===== src/rtl/adc_cap_pkg.sv =====
package adc_cap_pkg;

   // Frame sequencer states
   typedef enum logic [1:0] {
      CAP_IDLE  = 2'd0,
      CAP_SETUP = 2'd1,
      CAP_SHIFT = 2'd2,
      CAP_HOLD  = 2'd3
   } cap_state_e;

   function automatic int cap_max3(input int a, input int b, input int c);
      int m;
      m = (a > b) ? a : b;
      return (m > c) ? m : c;
   endfunction

endpackage


===== src/rtl/adc_cap_timer.sv =====
// Cycle counter: asserts done on the limit-th consecutive cycle of run.
module adc_cap_timer #(
   parameter int CNT_W = 8
) (
   input  logic             clk,
   input  logic             rst_n,
   input  logic             run,
   input  logic [CNT_W-1:0] limit,
   output logic             done
);
   localparam logic [CNT_W-1:0] ONE = CNT_W'(1);

   logic [CNT_W-1:0] cnt_q;

   assign done = run && (cnt_q == (limit - ONE));

   always_ff @(posedge clk or negedge rst_n) begin
      if (!rst_n) begin
         cnt_q <= '0;
      end else if (!run || done) begin
         cnt_q <= '0;
      end else begin
         cnt_q <= cnt_q + ONE;
      end
   end
endmodule


===== src/rtl/adc_cap_sclk.sv =====
// Serial clock level, transition count and rising-edge index.
module adc_cap_sclk #(
   parameter bit CPOL  = 1'b0,
   parameter int RISES = 15,
   parameter int RW    = 5
) (
   input  logic          clk,
   input  logic          rst_n,
   input  logic          clr,
   input  logic          step,
   output logic          sclk,
   output logic          rise,
   output logic [RW-1:0] rise_idx,
   output logic          last
);
   localparam logic [RW-1:0] ONE    = RW'(1);
   localparam logic [RW-1:0] LAST_E = RW'(2 * RISES);

   logic          idle_lvl;
   logic          sclk_q;
   logic [RW-1:0] edge_q;
   logic [RW-1:0] rise_q;

   generate
      if (CPOL) begin : g_idle_high
         assign idle_lvl = 1'b1;
      end else begin : g_idle_low
         assign idle_lvl = 1'b0;
      end
   endgenerate

   assign sclk     = sclk_q;
   assign rise     = step && !sclk_q;
   assign rise_idx = rise_q;
   assign last     = (edge_q == LAST_E);

   always_ff @(posedge clk or negedge rst_n) begin
      if (!rst_n) begin
         sclk_q <= CPOL;
         edge_q <= '0;
         rise_q <= '0;
      end else if (clr) begin
         sclk_q <= idle_lvl;
         edge_q <= '0;
         rise_q <= '0;
      end else if (step) begin
         sclk_q <= ~sclk_q;
         edge_q <= edge_q + ONE;
         if (rise) begin
            rise_q <= rise_q + ONE;
         end
      end
   end
endmodule


===== src/rtl/adc_cap_shift.sv =====
// Capture path: drops acquisition bits, checks the null bit, assembles the word.
module adc_cap_shift #(
   parameter int DATA_W = 12,
   parameter int PRE    = 2,
   parameter int RW     = 5
) (
   input  logic              clk,
   input  logic              rst_n,
   input  logic              sample,
   input  logic              sdi,
   input  logic [RW-1:0]     idx,
   output logic [DATA_W-1:0] result,
   output logic              result_vld,
   output logic              null_err
);
   localparam logic [RW-1:0] NULL_IDX = RW'(PRE);
   localparam logic [RW-1:0] LAST_IDX = RW'(PRE + DATA_W);

   logic [DATA_W-2:0] sh_q;
   logic              null_q;
   logic              is_data;

   assign is_data = (idx > NULL_IDX);

   always_ff @(posedge clk or negedge rst_n) begin
      if (!rst_n) begin
         sh_q       <= '0;
         null_q     <= 1'b0;
         result     <= '0;
         result_vld <= 1'b0;
         null_err   <= 1'b0;
      end else begin
         result_vld <= 1'b0;
         if (sample) begin
            if (idx == NULL_IDX) begin
               null_q <= sdi;
            end
            if (is_data) begin
               sh_q <= {sh_q[DATA_W-3:0], sdi};
            end
            if (idx == LAST_IDX) begin
               result     <= {sh_q, sdi};
               result_vld <= 1'b1;
               null_err   <= null_q;
            end
         end
      end
   end
endmodule


===== src/rtl/adc_sample_ctrl.sv =====
module adc_sample_ctrl #(
   parameter int CLK_NS       = 8,
   parameter int HALF_CYC     = 40,
   parameter int SETUP_CYC    = 13,
   parameter int IDLE_CYC     = 79,
   parameter bit CPOL         = 1'b0,
   parameter int DATA_W       = 12,
   parameter int PRE_CLKS     = 2,
   parameter int MIN_HALF_NS  = 312,
   parameter int MIN_SETUP_NS = 100,
   parameter int MIN_IDLE_NS  = 625,
   parameter int MAX_SCLK_NS  = 100000
) (
   input  logic              clk,
   input  logic              rst_n,
   input  logic              sample_req,
   output logic              cs_n,
   output logic              sclk,
   input  logic              sdi,
   output logic [DATA_W-1:0] result,
   output logic              result_vld,
   output logic              null_err,
   output logic              busy
);
   import adc_cap_pkg::*;

   localparam int FRAME_RISES = PRE_CLKS + 1 + DATA_W;
   localparam int RW          = $clog2(2 * FRAME_RISES + 1);
   localparam int TMAX        = cap_max3(HALF_CYC, SETUP_CYC, IDLE_CYC);
   localparam int TW          = $clog2(TMAX + 1);
   localparam logic [TW-1:0] HALF_L  = TW'(HALF_CYC);
   localparam logic [TW-1:0] SETUP_L = TW'(SETUP_CYC);
   localparam logic [TW-1:0] IDLE_L  = TW'(IDLE_CYC);

   // Elaboration-time parameter checks
   generate
      if (HALF_CYC * CLK_NS < MIN_HALF_NS) begin : g_bad_half
         $error("serial clock high/low time below minimum");
      end
      if (2 * HALF_CYC * CLK_NS > MAX_SCLK_NS) begin : g_bad_slow
         $error("serial clock too slow, held sample would decay");
      end
      if (SETUP_CYC * CLK_NS < MIN_SETUP_NS) begin : g_bad_setup
         $error("select-to-clock setup below minimum");
      end
      if (IDLE_CYC * CLK_NS < MIN_IDLE_NS) begin : g_bad_idle
         $error("select recovery time below minimum");
      end
      if (DATA_W < 3 || PRE_CLKS < 0) begin : g_bad_frame
         $error("unsupported frame shape");
      end
   endgenerate

   cap_state_e    st_q, st_d;
   logic          pend_q;
   logic          cs_q;
   logic          want;
   logic          accept;
   logic          phase_run, phase_done;
   logic [TW-1:0] phase_lim;
   logic          half_run, half_done;
   logic          sclk_clr, sclk_step, sclk_rise, sclk_last;
   logic [RW-1:0] rise_idx;

   assign want = sample_req | pend_q;

   always_comb begin
      st_d = st_q;
      unique case (st_q)
         CAP_IDLE:  if (want) st_d = CAP_SETUP;
         CAP_SETUP: if (phase_done) st_d = CAP_SHIFT;
         CAP_SHIFT: if (half_done && sclk_last) st_d = CAP_HOLD;
         CAP_HOLD:  if (phase_done) st_d = want ? CAP_SETUP : CAP_IDLE;
         default:   st_d = CAP_IDLE;
      endcase
   end

   assign accept = (st_d == CAP_SETUP) && ((st_q == CAP_IDLE) || (st_q == CAP_HOLD));

   always_ff @(posedge clk or negedge rst_n) begin
      if (!rst_n) begin
         st_q   <= CAP_IDLE;
         pend_q <= 1'b0;
         cs_q   <= 1'b1;
      end else begin
         st_q <= st_d;
         cs_q <= !((st_d == CAP_SETUP) || (st_d == CAP_SHIFT));
         if (accept) begin
            pend_q <= 1'b0;
         end else if (sample_req && (st_q != CAP_IDLE)) begin
            pend_q <= 1'b1;
         end
      end
   end

   assign phase_run = (st_q == CAP_SETUP) || (st_q == CAP_HOLD);
   assign phase_lim = (st_q == CAP_SETUP) ? SETUP_L : IDLE_L;
   assign half_run  = (st_q == CAP_SHIFT);
   assign sclk_clr  = (st_q != CAP_SHIFT);
   assign sclk_step = half_done && !sclk_last;

   adc_cap_timer #(.CNT_W(TW)) u_phase_tmr (
      .clk   (clk),
      .rst_n (rst_n),
      .run   (phase_run),
      .limit (phase_lim),
      .done  (phase_done)
   );

   adc_cap_timer #(.CNT_W(TW)) u_half_tmr (
      .clk   (clk),
      .rst_n (rst_n),
      .run   (half_run),
      .limit (HALF_L),
      .done  (half_done)
   );

   adc_cap_sclk #(.CPOL(CPOL), .RISES(FRAME_RISES), .RW(RW)) u_sclk (
      .clk      (clk),
      .rst_n    (rst_n),
      .clr      (sclk_clr),
      .step     (sclk_step),
      .sclk     (sclk),
      .rise     (sclk_rise),
      .rise_idx (rise_idx),
      .last     (sclk_last)
   );

   adc_cap_shift #(.DATA_W(DATA_W), .PRE(PRE_CLKS), .RW(RW)) u_shift (
      .clk        (clk),
      .rst_n      (rst_n),
      .sample     (sclk_rise),
      .sdi        (sdi),
      .idx        (rise_idx),
      .result     (result),
      .result_vld (result_vld),
      .null_err   (null_err)
   );

   assign cs_n = cs_q;
   assign busy = (st_q != CAP_IDLE);
endmodule


===== config.mk =====
export PLATFORM = sky130hd
export DESIGN_NAME = adc_sample_ctrl
export DESIGN_NICKNAME = d
export VERILOG_FILES = /design/src/rtl/adc_cap_pkg.sv /design/src/rtl/adc_cap_timer.sv /design/src/rtl/adc_cap_sclk.sv /design/src/rtl/adc_cap_shift.sv /design/src/rtl/adc_sample_ctrl.sv
export SDC_FILE = /design/constraint.sdc
export NUM_CORES = 1
export LEC_CHECK = 0
export BUFFER_PORTS_ARGS = -buffer_cell sky130_fd_sc_hd__buf_2
export CORE_ASPECT_RATIO = 0.5
export CORE_MARGIN = 3
export CORE_UTILIZATION = 50
export CTS_BUF_LIST = sky130_fd_sc_hd__clkbuf_4 sky130_fd_sc_hd__clkbuf_8 sky130_fd_sc_hd__clkbuf_16
export CTS_CLUSTER_SIZE = 40
export DETAILED_ROUTE_END_ITERATION = 8
export PLACE_DENSITY = 0.65
export SLEW_MARGIN = 20
export SYNTH_ARGS = -nofsm -noshare
export SYNTH_HDL_FRONTEND = slang
export SYNTH_SLANG_ARGS = --single-unit

===== constraint.sdc =====
create_clock -name clk -period 3 [get_ports clk]
set_clock_uncertainty 0.1 [all_clocks]
set_input_delay 0.45 -clock clk [delete_from_list [all_inputs] [get_ports clk]]
set_output_delay 0.45 -clock clk [all_outputs]
set_load 0.01 [all_outputs]

### After elaboration in Yosys (flattened, before gate mapping)

Cells that the tools add are included.

| storage, ports and cells | value |
|---|---|
| logic and storage cells | 78 |
| flip-flop bits (word level) | 55 |
| input bits | 4 |
| output and inout port bits | 17 |

| operators by class | value |
|---|---|
| order comparisons | 1 |
| bitwise logic cells | 2 |
| reduce and logical (&&, ||, !) cells | 26 |
| equal/unequal tests | 11 |
| multiplexer cells | 20 |
| add/subtract/negate cells | 5 |

Operator list:

| operator | count |
|---|---|
| $mux 5 | 5 |
| $mux 7 | 3 |
| $add 7x1->7 const B | 2 |
| $add 5x1->5 const B | 2 |
| $mux 2 | 4 |
| $pmux 2 s4 | 1 |
| $reduce_and 2->1 | 4 |
| $reduce_bool 2->1 | 4 |
| $eq 7x6->1 const B | 1 |
| $eq 7x7->1 | 1 |
| $logic_and 1x1->1 | 7 |
| $mux 1 | 7 |
| $sub 7x1->7 const B | 1 |
| $eq 2x2->1 const B | 3 |
| $eq 5x2->1 const B | 1 |
| $eq 5x4->1 const B | 1 |
| $eq 5x5->1 const B | 1 |
| $gt 5x2->1 const B | 1 |
| $logic_not 1->1 | 5 |
| $logic_or 1x1->1 | 5 |
| $eq 2x1->1 const B | 2 |
| $logic_not 2->1 | 1 |
| $ne 2x2->1 const B | 1 |
| $not 1->1 | 1 |
| $or 1x1->1 | 1 |

### Longest topological paths before layout

| logic depth | value |
|---|---|
| depth after elaboration | 10 |
| gate-level depth with buffers | 10 |
| depth with buffers taken out | 8 |

### Hierarchy

From an unflattened synthesis, not the netlist that was laid out.

| second synthesis, totals | value |
|---|---|
| cells, all modules | 250 |
| area, all modules | 2981.6 µm² |

Modules (own cells, without submodules):

| module | sequential area each (µm²) | area an instance (µm²) | instances | cells an instance |
|---|---|---|---|---|
| adc_cap_shift | 650.6 | 1046.0 | 1 | 60 |
| adc_cap_timer (u_half_tmr) | 175.2 | 561.8 | 1 | 55 |
| adc_cap_sclk | 275.3 | 550.5 | 1 | 50 |
| adc_cap_timer (u_phase_tmr) | 175.2 | 525.5 | 1 | 53 |
| adc_sample_ctrl | 101.3 | 297.8 | 1 | 32 |

### Least setup slack after synthesis

No wires, ideal clock.

| path | value |
|---|---|
| kind | flip-flop to flip-flop |
| start point | register st_q[0] |
| end point | register u_shift.null_err |
| library setup time | 0.125 ns |
| required time | 2.775 ns |
| path buffers | 3 |
| setup slack | 0.322 ns |
| cell stages (with the launch flop) | 10 |
| clock period less this slack | 2.678 ns |
| arrival | 2.453 ns |
| cell sequence | dfrtp_1 inv_1 ha_1 clkbuf_1 inv_1 or4_1 buf_2 nor4_4 buf_6 mux2_2 |

| between the ends | value |
|---|---|
| cells in the longest elaborated chain, start to end | 5 |

Ends and longest elaborated chain:

| what | RTL line | RTL |
|---|---|---|
| from (decl) | adc_sample_ctrl.sv:54 | `cap_state_e st_q, st_d;` |
| from (signal assigned) | adc_sample_ctrl.sv:86 | `st_q <= st_d;` |
| $eq 2x2->1 | adc_sample_ctrl.sv:98 | `assign half_run = (st_q == CAP_SHIFT);` |
| $logic_and 1x1->1 | adc_cap_timer.sv:15 | `assign done = run && (cnt_q == (limit - ONE));` |
| $logic_and 1x1->1 | adc_sample_ctrl.sv:100 | `assign sclk_step = half_done && !sclk_last;` |
| $logic_and 1x1->1 | adc_cap_sclk.sv:33 | `assign rise = step && !sclk_q;` |
| $reduce_and 2->1 (no source line) | -- |  |
| to (signal assigned) | adc_cap_shift.sv:44 | `null_err <= null_q;` |
| to (decl) | adc_cap_shift.sv:14 | `output logic null_err` |

No other way between the ends.
A chain may end at the register's enable or synchronous reset.

### Worst setup path after layout

| path | value |
|---|---|
| start point | register u_half_tmr.cnt_q[3] |
| end point | register u_shift.result[6] |

| between the ends | value |
|---|---|
| cells in the longest elaborated chain, start to end | 5 |

Ends and longest elaborated chain:

| what | RTL line | RTL |
|---|---|---|
| from (decl) | adc_cap_timer.sv:13 | `logic [CNT_W-1:0] cnt_q;` |
| from (signal assigned) | adc_cap_timer.sv:23 | `cnt_q <= cnt_q + ONE;` |
| $eq 7x6->1 | adc_cap_timer.sv:15 |  |
| $logic_and 1x1->1 | adc_cap_timer.sv:15 |  |
| $logic_and 1x1->1 | adc_sample_ctrl.sv:100 |  |
| $logic_and 1x1->1 | adc_cap_sclk.sv:33 |  |
| $reduce_and 2->1 (no source line) | -- |  |
| to (signal assigned) | adc_cap_shift.sv:42 | `result <= {sh_q, sdi};` |
| to (decl) | adc_cap_shift.sv:12 | `output logic [DATA_W-1:0] result,` |

No other way between the ends.

==> out/results.ini <==
[outcome]
outcome=finished clean

[global_routing]
grt_pass1_vias=1632
antenna_found_initial=0
track_usage_pct=15.26
grt_max_degree=32
gr-total-overflow=0
grt_pass1_wl_um=7376

[synth]
post_synth_inst_count=216
synth_nets=231
synth_area_um2=2531
yosysUniqueCellTypes=37
yosys_warnings=0
yosys_register_bits=55
yosysSeqAreaShare_pct=54.42
syn_area_per_cell_um2=11.72
synth-edff-count=0
ys_dominant_reg_cell=sky130_fd_sc_hd__dfrtp_1
asyncSetResetFlopFracSynth_pct=100.0

[setup_path]
critical_path_depth=5
r2r_start=u_half_tmr.cnt_q[3]$_DFF_PN0_
path_buf_inv=1
critical_path.max_stage_delay_ps=640
critical-path-slowest-cell=sky130_fd_sc_hd__or4_1
crit_type=reg -> reg
critPathArrivalTime_ps=2840
critical_path.startpoint=u_half_tmr.cnt_q[3]$_DFF_PN0_
crit_path_max_fanout=13
timing.reg2reg.worst_path_depth=5
critPathCaptureType=flop
crit_required_ps=3110
cp_cell_sequence=or4b_4 > or4_1 > nor4_4 > buf_4 > mux2_2
critPathLaunchType=flop
critPathTopFamily=simple AND/OR/NAND/NOR gates

[placement]
dp.final_hpwl_um=2991
gpl_congestion=0.7764
place.port_buffers=20

[floorplanning]
core.rowCount=17
floorplan.io_pins=21
floorplan.die.width_um=106.6
floorplan.core_area_um2=4637
initial_core_util_pct=54.59
die-area_um2=6004
die_h_um=56.31

[final_layout]
mostFrequentLayoutCell=sky130_fd_sc_hd__dfrtp_1
num_antenna_cells=0
area_delta_synth_final_pct=11.07
most-common-layout-cells=sky130_fd_sc_hd__dfrtp_1, sky130_fd_sc_hd__mux2_2, sky130_fd_sc_hd__buf_2, sky130_fd_sc_hd__nor2_1
finish.net_count=256
final_layout_size_suffix_gt1_share_pct=27.27

[clocking]
cts.clk_slew.worst_paths_ps=110
clock-root-buffer=sky130_fd_sc_hd__clkbuf_8
insertion_delay_ps=310
cts.hold.buffers_added=0
cts-resized-gates=0
clk_path_buf_depth=2
cts_tree=built
post_cts_setup_buffers=0
htree_num_levels=2
clock_sinks=55
tritoncts.num_buffers=5

[pwr]
total_power_w=0.001179
power.density_cell_area_nw_per_um2=419.5
vdd.ir_drop.worst_v=0.0002326
cellLeakagePower_nw=1.344

[timing]
fin_worst_hold_slack_ps=15.06
timing.final.setup_violations=0
hold_viol_final=0
finalWorstPathRequiredPeriod_ps=2730
slew_headroom_pct=62.44
slew_viol_final=0
tightest_slew_ps=557.5
period_share_pct=91.02
grt_setup_unrepaired=no
fin_tns_setup_ps=0
peak_clock_frequency_supported_by_timing_mhz=366.2

[min_path]
hold_class=in -> async

[drt]
drt-wirelength-per-cell_um=13.55
detailedRoute.firstIterationViolations=50
dr.pass1.iters=4
vias=1679
drc_viols=0
ant_nets=0
via_per_inst=5.451
wirelength_um=4174

[flow_run]
drv_cap=0

per-layer routing:
| layer | GRT usage, % | vias to the layer above | share of wire (%) |
|---|---|---|---|
| li1 | - | 830 | - |
| met1 | 20.10 | 825 | 50 |
| met2 | 24.96 | 22 | 46 |
| met3 | 3.789 | 2 | 3.7 |
| met4 | 4.918 | 0 | 0.57 |
| met5 | 0 | - | 0 |
power by group:
group	switching (W)	internal (W)
sequential	0.0000000000000000000232	0.000741
clock	0.000252	0.000169
combinational	0.0000147	0.00000227
total	0.000267	0.000912
worst reg2reg max path, stage by stage, from the launching register on:
cell                      delay [ps]
sky130_fd_sc_hd__dfrtp_1         420
sky130_fd_sc_hd__or4b_4          560
sky130_fd_sc_hd__or4_1           640
sky130_fd_sc_hd__nor4_4          290
sky130_fd_sc_hd__buf_4           250
sky130_fd_sc_hd__mux2_2          360
cells in the mapped netlist, types with 4 or more instances:
cell type                  number  area share [%]
sky130_fd_sc_hd__dfrtp_1       54              53
sky130_fd_sc_hd__mux2_2        25              11
sky130_fd_sc_hd__nor2_1        17             2.5
sky130_fd_sc_hd__a21oi_1       11             2.2
sky130_fd_sc_hd__ha_1          11             5.4
sky130_fd_sc_hd__inv_1         10             1.5
sky130_fd_sc_hd__nand3_1       10             2.0
sky130_fd_sc_hd__nand2_1        9             1.3
sky130_fd_sc_hd__o21ai_0        7             1.4
sky130_fd_sc_hd__clkbuf_1       5            0.74
sky130_fd_sc_hd__o31ai_1        5             1.5
sky130_fd_sc_hd__or4_1          5             1.5
sky130_fd_sc_hd__xnor2_1        5             1.7
sky130_fd_sc_hd__or3_1          4            0.99
sky130_fd_sc_hd__xor2_1         4             1.4
final cells by class:
cell class / instances / area (µm²)
Multi-Input combinational cell: 143 / 1076
Inverter: 10 / 37.54
Clock inverter: 3 / 23.77
Tap cell: 66 / 82.58
Timing Repair Buffer: 26 / 145.1
Fill cell: 393 / 1826
Clock buffer: 5 / 68.82
Sequential cell: 55 / 1378
logic make-up after synthesis:
logic type	Yosys count	synth area share, %
xor gates and xnor gates	9	3.114
and+or+nand+nor	65	14.43
AOI/OAI and AO/OA	33	8.404
buffers and inverters	18	3.065
adders and majority gates	11	5.437
muxes	25	11.12
DFF	55	54.42
sequential cells by signal, summed over array words and instances, names as in the netlist:
register / flops
u_shift.result: 12
u_shift.sh_q: 11
u_half_tmr.cnt_q: 7
u_phase_tmr.cnt_q: 7
u_sclk.edge_q: 5
u_sclk.rise_idx: 5
st_q: 2
cs_n: 1
pend_q: 1
u_sclk.sclk: 1
u_shift.null_err: 1
u_shift.null_q: 1
u_shift.result_vld: 1
per-stage QoR:
step	instances	instance area (µm²)	util, %	setup WS (ps)
after floorplan	216	2531	-	321.8
after global placement	300	2719	58.63	341.7
after detailed placement	300	2719	58.63	264.0
after CTS	308	2811	60.63	239.1
after global routing	308	2811	60.63	176.2
final	308	2811	60.63	269.5
final timing paths:
kind	slack, ps	endpoint
min in group clk	310	u_shift.result[0]$_DFFE_PN0P_
min reg2reg	390	u_half_tmr.cnt_q[0]$_DFF_PN0_
min	20	u_shift.result[1]$_DFFE_PN0P_
max in group asynchronous	1990	u_half_tmr.cnt_q[4]$_DFF_PN0_
max reg2reg	270	u_shift.result[6]$_DFFE_PN0P_
max	270	u_shift.result[6]$_DFFE_PN0P_
(Power assumes the default switching activity.)
